## config.mk

```make
export PLATFORM = sky130hd
export DESIGN_NAME = pfc_gate_timer
export DESIGN_NICKNAME = d
export VERILOG_FILES = /design/src/rtl/pfc_gate_pkg.sv /design/src/rtl/pfc_sync.sv /design/src/rtl/pfc_run_permit.sv /design/src/rtl/pfc_stroke_seq.sv /design/src/rtl/pfc_gate_timer.sv
export SDC_FILE = /design/constraint.sdc
export NUM_CORES = 1
export LEC_CHECK = 0
export ABC_AREA = 1
export BUFFER_PORTS_ARGS = -buffer_cell sky130_fd_sc_hd__buf_2
export CELL_PAD_IN_SITES_DETAIL_PLACEMENT = 1
export CELL_PAD_IN_SITES_GLOBAL_PLACEMENT = 2
export CORE_ASPECT_RATIO = 1.75
export CORE_UTILIZATION = 38
export DETAILED_ROUTE_END_ITERATION = 12
export HOLD_SLACK_MARGIN = 0.1
export PLACE_DENSITY_LB_ADDON = 0.1
export SYNTH_ARGS = -nofsm -noshare
export SYNTH_HDL_FRONTEND = slang
export SYNTH_SLANG_ARGS = --single-unit
```

## constraint.sdc

```tcl
create_clock -name clk -period 1.8 [get_ports clk]
set_input_delay 0.27 -clock clk [delete_from_list [all_inputs] [get_ports clk]]
set_output_delay 0.27 -clock clk [all_outputs]
set_load 0.01 [all_outputs]
```

## src/rtl/pfc_gate_pkg.sv

```systemverilog
`timescale 1ns/1ps
package pfc_gate_pkg;

  typedef enum logic [1:0] {
    CAUSE_KICK     = 2'd0,
    CAUSE_VALLEY   = 2'd1,
    CAUSE_DEMAG_TO = 2'd2,
    CAUSE_VALLEY_TO= 2'd3
  } start_cause_e;

  typedef enum logic [1:0] {
    ST_IDLE    = 2'd0,
    ST_ON      = 2'd1,
    ST_WDEMAG  = 2'd2,
    ST_WVALLEY = 2'd3
  } stroke_st_e;

  // cycles in a span of whole microseconds; clock assumed a multiple of 1 MHz
  function automatic int unsigned us_to_cyc(int unsigned hz, int unsigned us);
    return (hz / 1_000_000) * us;
  endfunction

  function automatic int unsigned max2(int unsigned a, int unsigned b);
    return (a > b) ? a : b;
  endfunction

  // width able to hold n plus headroom for saturation
  function automatic int unsigned cnt_bits(int unsigned n);
    return $clog2(n + 2);
  endfunction

endpackage

```

## src/rtl/pfc_sync.sv

```systemverilog
`timescale 1ns/1ps
module pfc_sync #(
  parameter int unsigned W = 1
) (
  input  logic         clk,
  input  logic         rst_n,
  input  logic [W-1:0] d_async,
  output logic [W-1:0] q_sync
);

  logic [W-1:0] stage1;
  logic [W-1:0] stage2;

  for (genvar i = 0; i < W; i++) begin : g_bit
    always_ff @(posedge clk or negedge rst_n) begin
      if (!rst_n) begin
        stage1[i] <= 1'b0;
        stage2[i] <= 1'b0;
      end else begin
        stage1[i] <= d_async[i];
        stage2[i] <= stage1[i];
      end
    end
  end

  assign q_sync = stage2;

endmodule

```

## src/rtl/pfc_run_permit.sv

```systemverilog
`timescale 1ns/1ps
module pfc_run_permit (
  input  logic clk,
  input  logic rst_n,
  input  logic s_brownout,
  input  logic s_mains_ok,
  input  logic s_ovp,
  input  logic s_boost_low,
  input  logic s_run,
  input  logic s_ss_done,
  output logic allow
);

  logic mains_armed_q;
  logic burst_keep;

  // arming latch: brownout wins, mains-good re-arms
  always_ff @(posedge clk or negedge rst_n) begin
    if (!rst_n)          mains_armed_q <= 1'b0;
    else if (s_brownout) mains_armed_q <= 1'b0;
    else if (s_mains_ok) mains_armed_q <= 1'b1;
  end

  // keep switching while running, or while soft stop is still in progress
  assign burst_keep = s_run | ~s_ss_done;

  assign allow = mains_armed_q & ~s_brownout & ~s_ovp & ~s_boost_low & burst_keep;

  AST_BROWNOUT_DISARMS: assert property (@(posedge clk) disable iff (!rst_n)
    (s_brownout && !s_mains_ok) |=> !allow) else $error("brownout left switching armed");

endmodule

```

## src/rtl/pfc_stroke_seq.sv

```systemverilog
`timescale 1ns/1ps
module pfc_stroke_seq
  import pfc_gate_pkg::*;
#(
  parameter int unsigned TON_W          = 8,
  parameter int unsigned MIN_OFF_CYC    = 16,
  parameter int unsigned PERIOD_MIN_CYC = 100,
  parameter int unsigned LEB_CYC        = 6,
  parameter int unsigned DTO_CYC        = 500,
  parameter int unsigned VTO_CYC        = 40
) (
  input  logic             clk,
  input  logic             rst_n,
  input  logic             allow,
  input  logic             s_demag,
  input  logic             s_valley,
  input  logic             s_ocp,
  input  logic [TON_W-1:0] ton_req,
  output logic             gate,
  output logic [1:0]       cause
);

  localparam int unsigned OFF_LIM = max2(DTO_CYC, MIN_OFF_CYC);
  localparam int unsigned OFF_W   = cnt_bits(OFF_LIM);
  localparam int unsigned PER_W   = cnt_bits(PERIOD_MIN_CYC);
  localparam int unsigned VTO_W   = cnt_bits(VTO_CYC);

  localparam logic [OFF_W-1:0] OFF_MAX  = OFF_W'(OFF_LIM);
  localparam logic [OFF_W-1:0] OFF_MIN  = OFF_W'(MIN_OFF_CYC);
  localparam logic [OFF_W-1:0] DTO_V    = OFF_W'(DTO_CYC);
  localparam logic [PER_W-1:0] PER_MAX  = PER_W'(PERIOD_MIN_CYC);
  localparam logic [VTO_W-1:0] VTO_MAX  = VTO_W'(VTO_CYC);
  localparam logic [TON_W-1:0] LEB_V    = TON_W'(LEB_CYC);

  stroke_st_e       st_q;
  start_cause_e     cause_q, cause_nxt;
  logic             gate_q;
  logic [TON_W-1:0] on_cnt, ton_lat;
  logic [OFF_W-1:0] off_cnt;
  logic [PER_W-1:0] per_cnt;
  logic [VTO_W-1:0] vto_cnt;
  logic             valley_d;

  // named internal events
  logic v_rise, ton_nz, spacing_ok, start_ok;
  logic ev_dto, ev_vto, ev_leb_over, ev_ocp_cut, ev_on_done, on_end, ev_start;

  assign v_rise      = s_valley & ~valley_d;
  assign ton_nz      = |ton_req;
  assign spacing_ok  = (off_cnt >= OFF_MIN) && (per_cnt >= PER_MAX);
  assign start_ok    = allow && ton_nz && spacing_ok;
  assign ev_dto      = (st_q == ST_WDEMAG)  && (off_cnt >= DTO_V);
  assign ev_vto      = (st_q == ST_WVALLEY) && (vto_cnt >= VTO_MAX);
  assign ev_leb_over = on_cnt > LEB_V;
  assign ev_ocp_cut  = s_ocp && ev_leb_over;
  assign ev_on_done  = on_cnt >= ton_lat;
  assign on_end      = ev_on_done || ev_ocp_cut || !allow;

  always_comb begin
    ev_start  = 1'b0;
    cause_nxt = CAUSE_KICK;
    unique case (st_q)
      ST_IDLE: begin
        if (start_ok) ev_start = 1'b1;
      end
      ST_WDEMAG: begin
        if (start_ok && ev_dto && !s_demag) begin
          ev_start  = 1'b1;
          cause_nxt = CAUSE_DEMAG_TO;
        end
      end
      ST_WVALLEY: begin
        if (start_ok && v_rise) begin
          ev_start  = 1'b1;
          cause_nxt = CAUSE_VALLEY;
        end else if (start_ok && ev_vto) begin
          ev_start  = 1'b1;
          cause_nxt = CAUSE_VALLEY_TO;
        end
      end
      default: ;
    endcase
  end

  always_ff @(posedge clk or negedge rst_n) begin
    if (!rst_n) begin
      st_q     <= ST_IDLE;
      gate_q   <= 1'b0;
      on_cnt   <= '0;
      ton_lat  <= '0;
      off_cnt  <= OFF_MAX;
      per_cnt  <= PER_MAX;
      vto_cnt  <= '0;
      cause_q  <= CAUSE_KICK;
      valley_d <= 1'b0;
    end else begin
      valley_d <= s_valley;
      if (per_cnt != PER_MAX) per_cnt <= per_cnt + 1'b1;
      if (st_q != ST_ON && off_cnt != OFF_MAX) off_cnt <= off_cnt + 1'b1;
      if (st_q == ST_WVALLEY && vto_cnt != VTO_MAX) vto_cnt <= vto_cnt + 1'b1;
      if (ev_start) begin
        st_q    <= ST_ON;
        gate_q  <= 1'b1;
        on_cnt  <= TON_W'(1);
        ton_lat <= ton_req;
        per_cnt <= '0;
        cause_q <= cause_nxt;
      end else begin
        unique case (st_q)
          ST_ON: begin
            on_cnt <= on_cnt + 1'b1;
            if (on_end) begin
              gate_q  <= 1'b0;
              off_cnt <= '0;
              st_q    <= allow ? ST_WDEMAG : ST_IDLE;
            end
          end
          ST_WDEMAG: begin
            if (!allow) st_q <= ST_IDLE;
            else if (s_demag) begin
              st_q    <= ST_WVALLEY;
              vto_cnt <= '0;
            end
          end
          ST_WVALLEY: begin
            if (!allow) st_q <= ST_IDLE;
            else if (v_rise) vto_cnt <= '0;
          end
          default: ;
        endcase
      end
    end
  end

  assign gate  = gate_q;
  assign cause = cause_q;

  // checker-only spacing counters, independent of the sequencer counters
  logic [OFF_W-1:0] chk_low;
  logic [PER_W-1:0] chk_per;
  logic             chk_gate_d;

  always_ff @(posedge clk or negedge rst_n) begin
    if (!rst_n) begin
      chk_low    <= OFF_MAX;
      chk_per    <= PER_MAX;
      chk_gate_d <= 1'b0;
    end else begin
      chk_gate_d <= gate_q;
      if (gate_q) chk_low <= '0;
      else if (chk_low != OFF_MAX) chk_low <= chk_low + 1'b1;
      if (gate_q && !chk_gate_d) chk_per <= PER_W'(1);
      else if (chk_per != PER_MAX) chk_per <= chk_per + 1'b1;
    end
  end

  AST_MIN_OFF_TIME: assert property (@(posedge clk) disable iff (!rst_n)
    $rose(gate_q) |-> (chk_low >= OFF_MIN)) else $error("off-time below minimum");
  AST_MIN_PERIOD: assert property (@(posedge clk) disable iff (!rst_n)
    $rose(gate_q) |-> (chk_per >= PER_MAX)) else $error("period below minimum");
  AST_OCP_AFTER_BLANK: assert property (@(posedge clk) disable iff (!rst_n)
    (gate_q && s_ocp && chk_per > PER_W'(LEB_CYC) && !$rose(gate_q)) |=> !gate_q)
    else $error("overcurrent ignored after blanking");

endmodule

```

## src/rtl/pfc_gate_timer.sv

```systemverilog
`timescale 1ns/1ps
module pfc_gate_timer
  import pfc_gate_pkg::*;
#(
  parameter int unsigned CLK_HZ         = 10_000_000,
  parameter int unsigned TON_W          = 8,
  parameter int unsigned MIN_OFF_CYC    = 16,
  parameter int unsigned PERIOD_MIN_CYC = 100,
  parameter int unsigned LEB_CYC        = 6
) (
  input  logic             clk,
  input  logic             rst_n,
  input  logic             demag_a,
  input  logic             valley_a,
  input  logic             ocp_a,
  input  logic             ovp_a,
  input  logic             boost_low_a,
  input  logic             brownout_a,
  input  logic             mains_ok_a,
  input  logic             run_req_a,
  input  logic             ss_done_a,
  input  logic [TON_W-1:0] ton_req,
  output logic             gate,
  output logic [1:0]       start_cause
);

  localparam int unsigned DTO_CYC = us_to_cyc(CLK_HZ, 50);
  localparam int unsigned VTO_CYC = us_to_cyc(CLK_HZ, 4);
  localparam int unsigned N_FLAGS = 9;

  localparam int unsigned IX_DEMAG = 0;
  localparam int unsigned IX_VAL   = 1;
  localparam int unsigned IX_OCP   = 2;
  localparam int unsigned IX_OVP   = 3;
  localparam int unsigned IX_BLOW  = 4;
  localparam int unsigned IX_BRN   = 5;
  localparam int unsigned IX_MOK   = 6;
  localparam int unsigned IX_RUN   = 7;
  localparam int unsigned IX_SSD   = 8;

  logic [N_FLAGS-1:0] raw_flags, s_flags;
  logic allow;
  logic gate_int;

  assign raw_flags = {ss_done_a, run_req_a, mains_ok_a, brownout_a, boost_low_a,
                      ovp_a, ocp_a, valley_a, demag_a};

  pfc_sync #(.W(N_FLAGS)) sync_i (
    .clk     (clk),
    .rst_n   (rst_n),
    .d_async (raw_flags),
    .q_sync  (s_flags)
  );

  pfc_run_permit permit_i (
    .clk         (clk),
    .rst_n       (rst_n),
    .s_brownout  (s_flags[IX_BRN]),
    .s_mains_ok  (s_flags[IX_MOK]),
    .s_ovp       (s_flags[IX_OVP]),
    .s_boost_low (s_flags[IX_BLOW]),
    .s_run       (s_flags[IX_RUN]),
    .s_ss_done   (s_flags[IX_SSD]),
    .allow       (allow)
  );

  pfc_stroke_seq #(
    .TON_W          (TON_W),
    .MIN_OFF_CYC    (MIN_OFF_CYC),
    .PERIOD_MIN_CYC (PERIOD_MIN_CYC),
    .LEB_CYC        (LEB_CYC),
    .DTO_CYC        (DTO_CYC),
    .VTO_CYC        (VTO_CYC)
  ) seq_i (
    .clk      (clk),
    .rst_n    (rst_n),
    .allow    (allow),
    .s_demag  (s_flags[IX_DEMAG]),
    .s_valley (s_flags[IX_VAL]),
    .s_ocp    (s_flags[IX_OCP]),
    .ton_req  (ton_req),
    .gate     (gate_int),
    .cause    (start_cause)
  );

  assign gate = gate_int;

  AST_BROWNOUT_STOP: assert property (@(posedge clk) disable iff (!rst_n)
    s_flags[IX_BRN] |=> !gate_int) else $error("gate high after brownout");
  AST_OVP_BLOCK: assert property (@(posedge clk) disable iff (!rst_n)
    s_flags[IX_OVP] |=> !gate_int) else $error("gate high during overvoltage");
  AST_BOOST_LOW_NO_START: assert property (@(posedge clk) disable iff (!rst_n)
    (s_flags[IX_BLOW] && !gate_int) |=> !gate_int) else $error("start with boost low");
  AST_ZERO_TON_NO_PULSE: assert property (@(posedge clk) disable iff (!rst_n)
    $rose(gate_int) |-> ($past(ton_req) != '0)) else $error("pulse on zero on-time");

endmodule

```

# --- Yosys cells after proc, flatten, opt, wreduce, memory -nomap -nowiden ---
# Index checks and enable logic that the tools add are counted.
word_totals:
  elab_cells: 120
  register_bits: 63
  out_inout_bits: 3
classes:
  muxes: 36
  order_cmp: 6
  bitwise_logic: 11
  eq_ne: 10
  n_addsub: 4
  n_reduce_logical: 25
ops:
  columns: ["operator", "count"]
  rows:
  - ["$mux W6", 6]
  - ["$mux W9", 4]
  - ["$mux W2", 9]
  - ["$mux W8", 2]
  - ["$mux W7", 2]
  - ["$logic_and A1 B1 Y1", 12]
  - ["$pmux W6 S2", 1]
  - ["$add A9 B1 Y9 const B", 1]
  - ["$ge A9 B5 Y1 const B", 1]
  - ["$ge A9 B9 Y1 const B", 1]
  - ["$mux W1", 9]
  - ["$ne A9 B9 Y1 const B", 1]
  - ["$add A8 B1 Y8 const B", 1]
  - ["$ge A8 B8 Y1", 1]
  - ["$gt A8 B3 Y1 const B", 1]
  - ["$reduce_bool A2 Y1", 4]
  - ["$reduce_or A8 Y1", 1]
  - ["$add A7 B1 Y7 const B", 1]
  - ["$ge A7 B7 Y1 const B", 1]
  - ["$ne A7 B7 Y1 const B", 1]
  - ["$add A6 B1 Y6 const B", 1]
  - ["$ge A6 B6 Y1 const B", 1]
  - ["$ne A6 B6 Y1 const B", 1]
  - ["$pmux W2 S3", 1]
  - ["other kinds (17)", 28]

# --- Depth between registers and ports, before layout ---
logic_depth:
  ltp_word: 13
  depth_mapped: 13
  depth_no_buf: 13

# --- Hierarchy ---
# From an unflattened synthesis, not the netlist that was laid out.
unflattened:
  cells_unflattened: 353
  area_unflattened_um2: 3120.5
modules_own_cells:
  columns: ["mod", "area_per_inst_um2", "seq_area_each_um2", "cells_each", "instances"]
  rows:
  - ["pfc_stroke_seq", 2608.8, 1112.3, 325, 1]
  - ["pfc_sync", 450.4, 450.4, 18, 1]
  - ["pfc_run_permit", 61.3, 25.0, 10, 1]

# --- Worst setup path before layout ---
# OpenSTA, ideal clock, no wires.
synth_timing:
  path_kind: "flip-flop to flip-flop"
  from: "reg seq_i.on_cnt[1]"
  to: "reg seq_i.st_q[1]"
  stages_incl_launch_ff: 12
  period_less_slack_ps: 1548
  arrival_ps: 1426
  setup_ps: 122
  setup_slack_ps: 252
  cell_sequence: "dfrtp_1 -> ha_1 -> nand2_1 -> nand2_1 -> nand2_1 -> nand2_1 -> nand2_1 -> nand3_1 -> nor2_1 -> nand3_1 -> nand3_1 -> nand2_1"
synth_between:
  elab_chain_len: 6
  word_cells_on_any_way: 7
synth_lines:
  columns: ["element", "line_no", "source"]
  rows:
  - ["start, declared", "pfc_stroke_seq.sv:38", "logic [TON_W-1:0] on_cnt, ton_lat;"]
  - ["start signal, assigned", "pfc_stroke_seq.sv:111", "on_cnt <= on_cnt + 1'b1;"]
  - ["$gt A8 B3 Y1", "pfc_stroke_seq.sv:54", "assign ev_leb_over = on_cnt > LEB_V;"]
  - ["$logic_and A1 B1 Y1", "pfc_stroke_seq.sv:55", "assign ev_ocp_cut = s_ocp && ev_leb_over;"]
  - ["$logic_or A1 B1 Y1 * (2 in a row)", "pfc_stroke_seq.sv:57", "assign on_end = ev_on_done || ev_ocp_cut || !allow;"]
  - ["$ne A3 B1 Y1 (no source line) *", null, null]
  - ["$reduce_and A4 Y1 (no source line) *", null, null]
  - ["end signal, assigned", "pfc_stroke_seq.sv:115", "st_q <= allow ? ST_WDEMAG : ST_IDLE;"]
  - ["end, declared", "pfc_stroke_seq.sv:35", "stroke_st_e st_q;"]
# Mark *: on every way between the ends. The rest lies on a longest branch, timed or not.
# A chain may end at the register's enable or synchronous reset.

# --- Worst setup path in the final report ---
layout_timing:
  from: "reg seq_i.on_cnt[5]"
  to: "reg seq_i.off_cnt[1]"
layout_between:
  elab_chain_len: 7
  word_cells_on_any_way: 8
layout_lines:
  columns: ["element", "line_no", "source"]
  rows:
  - ["$gt A8 B3 Y1", "pfc_stroke_seq.sv:54", null]
  - ["$logic_and A1 B1 Y1", "pfc_stroke_seq.sv:55", null]
  - ["$logic_or A1 B1 Y1 * (2 in a row)", "pfc_stroke_seq.sv:57", null]
  - ["$mux W9 *", "pfc_stroke_seq.sv:112", "if (on_end) begin"]
  - ["$mux W9 *", "pfc_stroke_seq.sv:109", "unique case (st_q)"]
  - ["$mux W9 *", "pfc_stroke_seq.sv:101", "if (ev_start) begin"]
  - ["end signal, assigned", "pfc_stroke_seq.sv:99", "if (st_q != ST_ON && off_cnt != OFF_MAX) off_cnt <= off_cnt + 1'b1;"]
  - ["end, declared", "pfc_stroke_seq.sv:39", "logic [OFF_W-1:0] off_cnt;"]
# Marked as above.

==> summary.txt <==
Status
  – Status: complete, no violations

Worst setup path
  – Slowest stage cell, crit path: sky130_fd_sc_hd__dfrtp_1
  – Required @ worst endpoint: 2.01 ns
  – Worst r2r path cells: 10
  – Crit-path most repeated cell: sky130_fd_sc_hd__nor2_4
  – Crit path launch type: register
  – Terminus of the critical flop-to-flop path: seq_i.off_cnt[1]$_DFF_PN0_
  – Crit-path max cell delay: 0.42 ns
  – Cells along the critical path: ha_4 -> nand2_4 -> nor2_4 -> nand4_1 -> nand3_2 -> nor2_4 -> buf_6 -> a21oi_4 -> buf_12 -> a21oi_1
  – Startpoint of the lowest-slack register-to-register path: seq_i.on_cnt[5]$_DFFE_PN0P_
  – R2R setup slack: 0.01 ns
  – Critical-path maximum fanout: 5
  – Endpoint kind of the worst setup timing path: register
  – Crit path capture: seq_i.off_cnt[1]$_DFF_PN0_
  – Crit path launch: seq_i.on_cnt[5]$_DFFE_PN0P_
  – Class of the most critical setup path: register to register
  – Arrival time at the worst endpoint: 2.00 ns

Finish
  – Final nets: 479
  – Antenna diode count: 0
  – Share of post-route cells with drive strength above 1: 33.4%
  – P&R area growth vs syn: 33.3%

Synth
  – Async SR Flop Fraction: 100%
  – Largest family of logic cells by synthesized area: simple AND/OR/NAND/NOR gates
  – Area share of fa/ha/maj cells after synthesis: 6.12%
  – Yosys warning total: 0
  – Basic-gate share of the synthesized area counting and, or, nand and nor cells: 25.3%
  – Count of flip-flops with a built-in enable after synthesis: 0
  – Area fraction in compound gates after synthesis: 8.75%
  – Synthesized net count: 401
  – Most used flip-flop cell after synthesis: sky130_fd_sc_hd__dfrtp_1
  – Mean area per synthesized cell: 8.94 um2
  – Xor and xnor area share after synthesis: 2.94%
  – Count of distinct cell types in the synthesized netlist: 38
  – Sequential-to-total area share from yosys stat: 48.5%
  – Gate count after technology mapping: 366
  – Post-synthesis instance area: 3270 um2
  – Multiplexer share of the synthesized area: 0%
  – Yosys reg bits: 63

Timing
  – Hold Slack: 0.162 ns
  – Final period util: 99.5%
  – Max frequency: 559 MHz
  – Post-route setup TNS: 0 ns
  – Worst Skew: 0.00721 ns
  – Slew margin rel.: 61.1%
  – Pin slew with the least headroom to its limit: 0.584 ns
  – Count of final setup violators: 0
  – Post-layout min period: 1.79 ns
  – Count of final max-slew check failures: 0
  – Hold violation total from the final report: 0
  – Setup repair after global routing missed its margin: yes

Detailed routing
  – Residual DRC count: 0
  – Final wirelength: 7750 um
  – Total vias in the final route: 2693
  – Average via count per standard cell: 4.77
  – Wire per inst: 13.7 um
  – First-iteration detailed-routing DRC count: 116
  – Number of nets with antenna violations after routing: 0
  – Pre-antenna DRT Iters: 4

Clocking
  – Number of buffers created by CTS: 9
  – Worst-case clock buffer depth: 2
  – CTS tree: yes
  – Clk Tree Root Cell: sky130_fd_sc_hd__clkbuf_16
  – Clk_lat worst skew: 0.33 ns
  – Depth of the CTS H-tree: 3
  – Clock transition at the registers of the reported paths: 0.05 ns
  – Clk sink count: 63

GRT
  – Wire length of the first global-routing pass: 13400 um
  – Number of antenna violations at the first check in global routing: 0
  – Pin count of the biggest net entering global routing: 26
  – Combined global-route utilization of all metal layers: 19.6%
  – Vias in the first global route: 2923
  – Overflow left after global routing: 0

Place
  – Count of input and output buffers: 21
  – HPWL after detailed placement: 5590 um
  – Placer congestion estimate: 0.780

Die
  – Chip Width: 72.2 um
  – Number of placed I/O pins: 22
  – Die Outline Area: 9000 um2
  – Height of the die: 125 um
  – Initial core utilization: 39.4%
  – Area of the core: 8310 um2
  – Std cell rows: 44

Pwr
  – LEAKAGE: 2.08 nW
  – Worst vdd rail ir drop: 0.000688 V
  – Power per Cell Area: 721 nW/um2

Worst hold path
  – Path category of the worst min-delay check: primary input to register
  – Hold-critical path depth: 3

Flow run
  – Reported max-cap violation count: 0
[per-stage QoR]
step / instances / power (W) / instance area, um2 / utilization [%] / worst slack (ns)
floorplan: 366 / 0.00149 / 3270 / - / 0.252
global placement: 533 / 0.00155 / 3760 / 45.2 / 0.0139
detailed placement: 533 / 0.00155 / 3760 / 45.2 / -0.0588
CTS: 561 / 0.00320 / 4180 / 50.3 / -0.00341
global route: 564 / 0.00327 / 4360 / 52.5 / -0.0709
finish: 564 / 0.00314 / 4360 / 52.5 / 0.00988
[how the worst min path moves through the flow]
| stage | start | slack, ns | to |
|---|---|---|---|
| global route | ton_req[0] | 0.16 | seq_i.ton_lat[0]$_DFFE_PN0P_ |
| finish | ton_req[0] | 0.16 | seq_i.ton_lat[0]$_DFFE_PN0P_ |
| floorplan | rst_n | -0.03 | permit_i.mains_armed_q$_DFFE_PN0P_ |
| CTS | ton_req[1] | 0.16 | seq_i.ton_lat[1]$_DFFE_PN0P_ |
| detailed placement | rst_n | 0.30 | seq_i.ton_lat[5]$_DFFE_PN0P_ |
| global placement | rst_n | 0.30 | seq_i.ton_lat[5]$_DFFE_PN0P_ |
[flip-flops by register name (all words and copies together) (netlist names)]
register and flops:
seq_i.gate 1, permit_i.mains_armed_q 1, seq_i.per_cnt 7, seq_i.st_q 2
seq_i.valley_d 1, seq_i.ton_lat 8, sync_i.stage1 9, seq_i.off_cnt 9
seq_i.cause 2, sync_i.q_sync 9, seq_i.on_cnt 8, seq_i.vto_cnt 6
[worst max-delay path: cells and delay by family, from the launching register on]
kind / cells / cell delay, ns
AO/OA/AOI/OAI: 2 / 0.21
buffers and inverters: 2 / 0.25
flip-flops: 1 / 0.42
AND/OR/NAND/NOR: 5 / 0.49
adder cells (fa/ha/maj): 1 / 0.30
[synthesized netlist by cell type, types with 4 or more instances]
| master | instances | area [um2] |
|---|---|---|
| sky130_fd_sc_hd__dfrtp_1 | 54 | 1350 |
| sky130_fd_sc_hd__nand3_1 | 29 | 145 |
| sky130_fd_sc_hd__nor3_1 | 5 | 25.0 |
| sky130_fd_sc_hd__xor2_1 | 10 | 87.6 |
| sky130_fd_sc_hd__nand2_2 | 8 | 50.1 |
| sky130_fd_sc_hd__a21oi_1 | 13 | 65.1 |
| sky130_fd_sc_hd__nand3b_1 | 4 | 30.0 |
| sky130_fd_sc_hd__nand4_1 | 8 | 50.1 |
| sky130_fd_sc_hd__inv_1 | 55 | 206 |
| sky130_fd_sc_hd__ha_1 | 16 | 200 |
| sky130_fd_sc_hd__o21ai_0 | 16 | 80.1 |
| sky130_fd_sc_hd__dfstp_2 | 9 | 236 |
| sky130_fd_sc_hd__nor2_1 | 38 | 143 |
| sky130_fd_sc_hd__nand2_1 | 65 | 244 |
| sky130_fd_sc_hd__o21ai_2 | 7 | 61.3 |
[repair_timing]
action,in CTS,in global routing
pin swaps,1,13
gates cloned,0,2
setup buffers,2,1
hold buffers,10,0
endpoints found under the setup margin,9,26
endpoints found under the hold margin,25,0
gates resized for setup,3,35
[per-layer routing]
metal  vias to the layer above  GRT usage, %  wire, um  part of all wire, %
met2                        29          34.6      4370                   56
met1                      1319          21.6      3090                   40
li1                       1334             -         -                    -
met4                         0          10.8       129                  1.7
met5                         -             0         0                    0
met3                        11          3.16       163                  2.1
[final cells by class]
type | count | area, um2
multi-input combinational | 242 | 1570
clock buffer | 12 | 256
tap | 115 | 144
inverter | 58 | 223
sequential | 63 | 1590
fill | 954 | 3950
clock inverter | 4 | 20.0
timing repair buffer | 70 | 557
[cell usage in the layout, fill, tap and decap left out, types with 9 or more instances in the layout]
| cell type | synthesis | routed |
|---|---|---|
| sky130_fd_sc_hd__dfstp_2 | 9 | 9 |
| sky130_fd_sc_hd__buf_4 | 1 | 34 |
| sky130_fd_sc_hd__nand3_1 | 29 | 27 |
| sky130_fd_sc_hd__inv_2 | 2 | 9 |
| sky130_fd_sc_hd__o21ai_0 | 16 | 16 |
| sky130_fd_sc_hd__inv_1 | 55 | 48 |
| sky130_fd_sc_hd__ha_1 | 16 | 10 |
| sky130_fd_sc_hd__dfrtp_1 | 54 | 54 |
| sky130_fd_sc_hd__clkbuf_16 | 0 | 10 |
| sky130_fd_sc_hd__nor2_1 | 38 | 32 |
| sky130_fd_sc_hd__buf_2 | 0 | 21 |
| sky130_fd_sc_hd__nand2_1 | 65 | 56 |
| sky130_fd_sc_hd__xor2_1 | 10 | 10 |
| sky130_fd_sc_hd__a21oi_1 | 13 | 10 |
| sky130_fd_sc_hd__nand2_2 | 8 | 15 |
| sky130_fd_sc_hd__dlygate4sd3_1 | 0 | 10 |
[where the power goes]
group          total (W)  internal (W)  switching, W
sequential       0.00145       0.00144    0.00000808
combinational  0.0000961     0.0000427     0.0000534
clock            0.00160      0.000995      0.000601
total            0.00314       0.00248      0.000663
[logic make-up (layout without fill, tap and decap cells)]
family / count (synthesis) / in the layout
AOI/OAI and AO/OA: 45 / 45
xor gates and xnor gates: 11 / 11
adders and majority gates: 16 / 16
buffers and inverters: 62 / 144
DFF: 63 / 63
and+or+nand+nor: 169 / 170
Power figures use the tool's default switching activity.
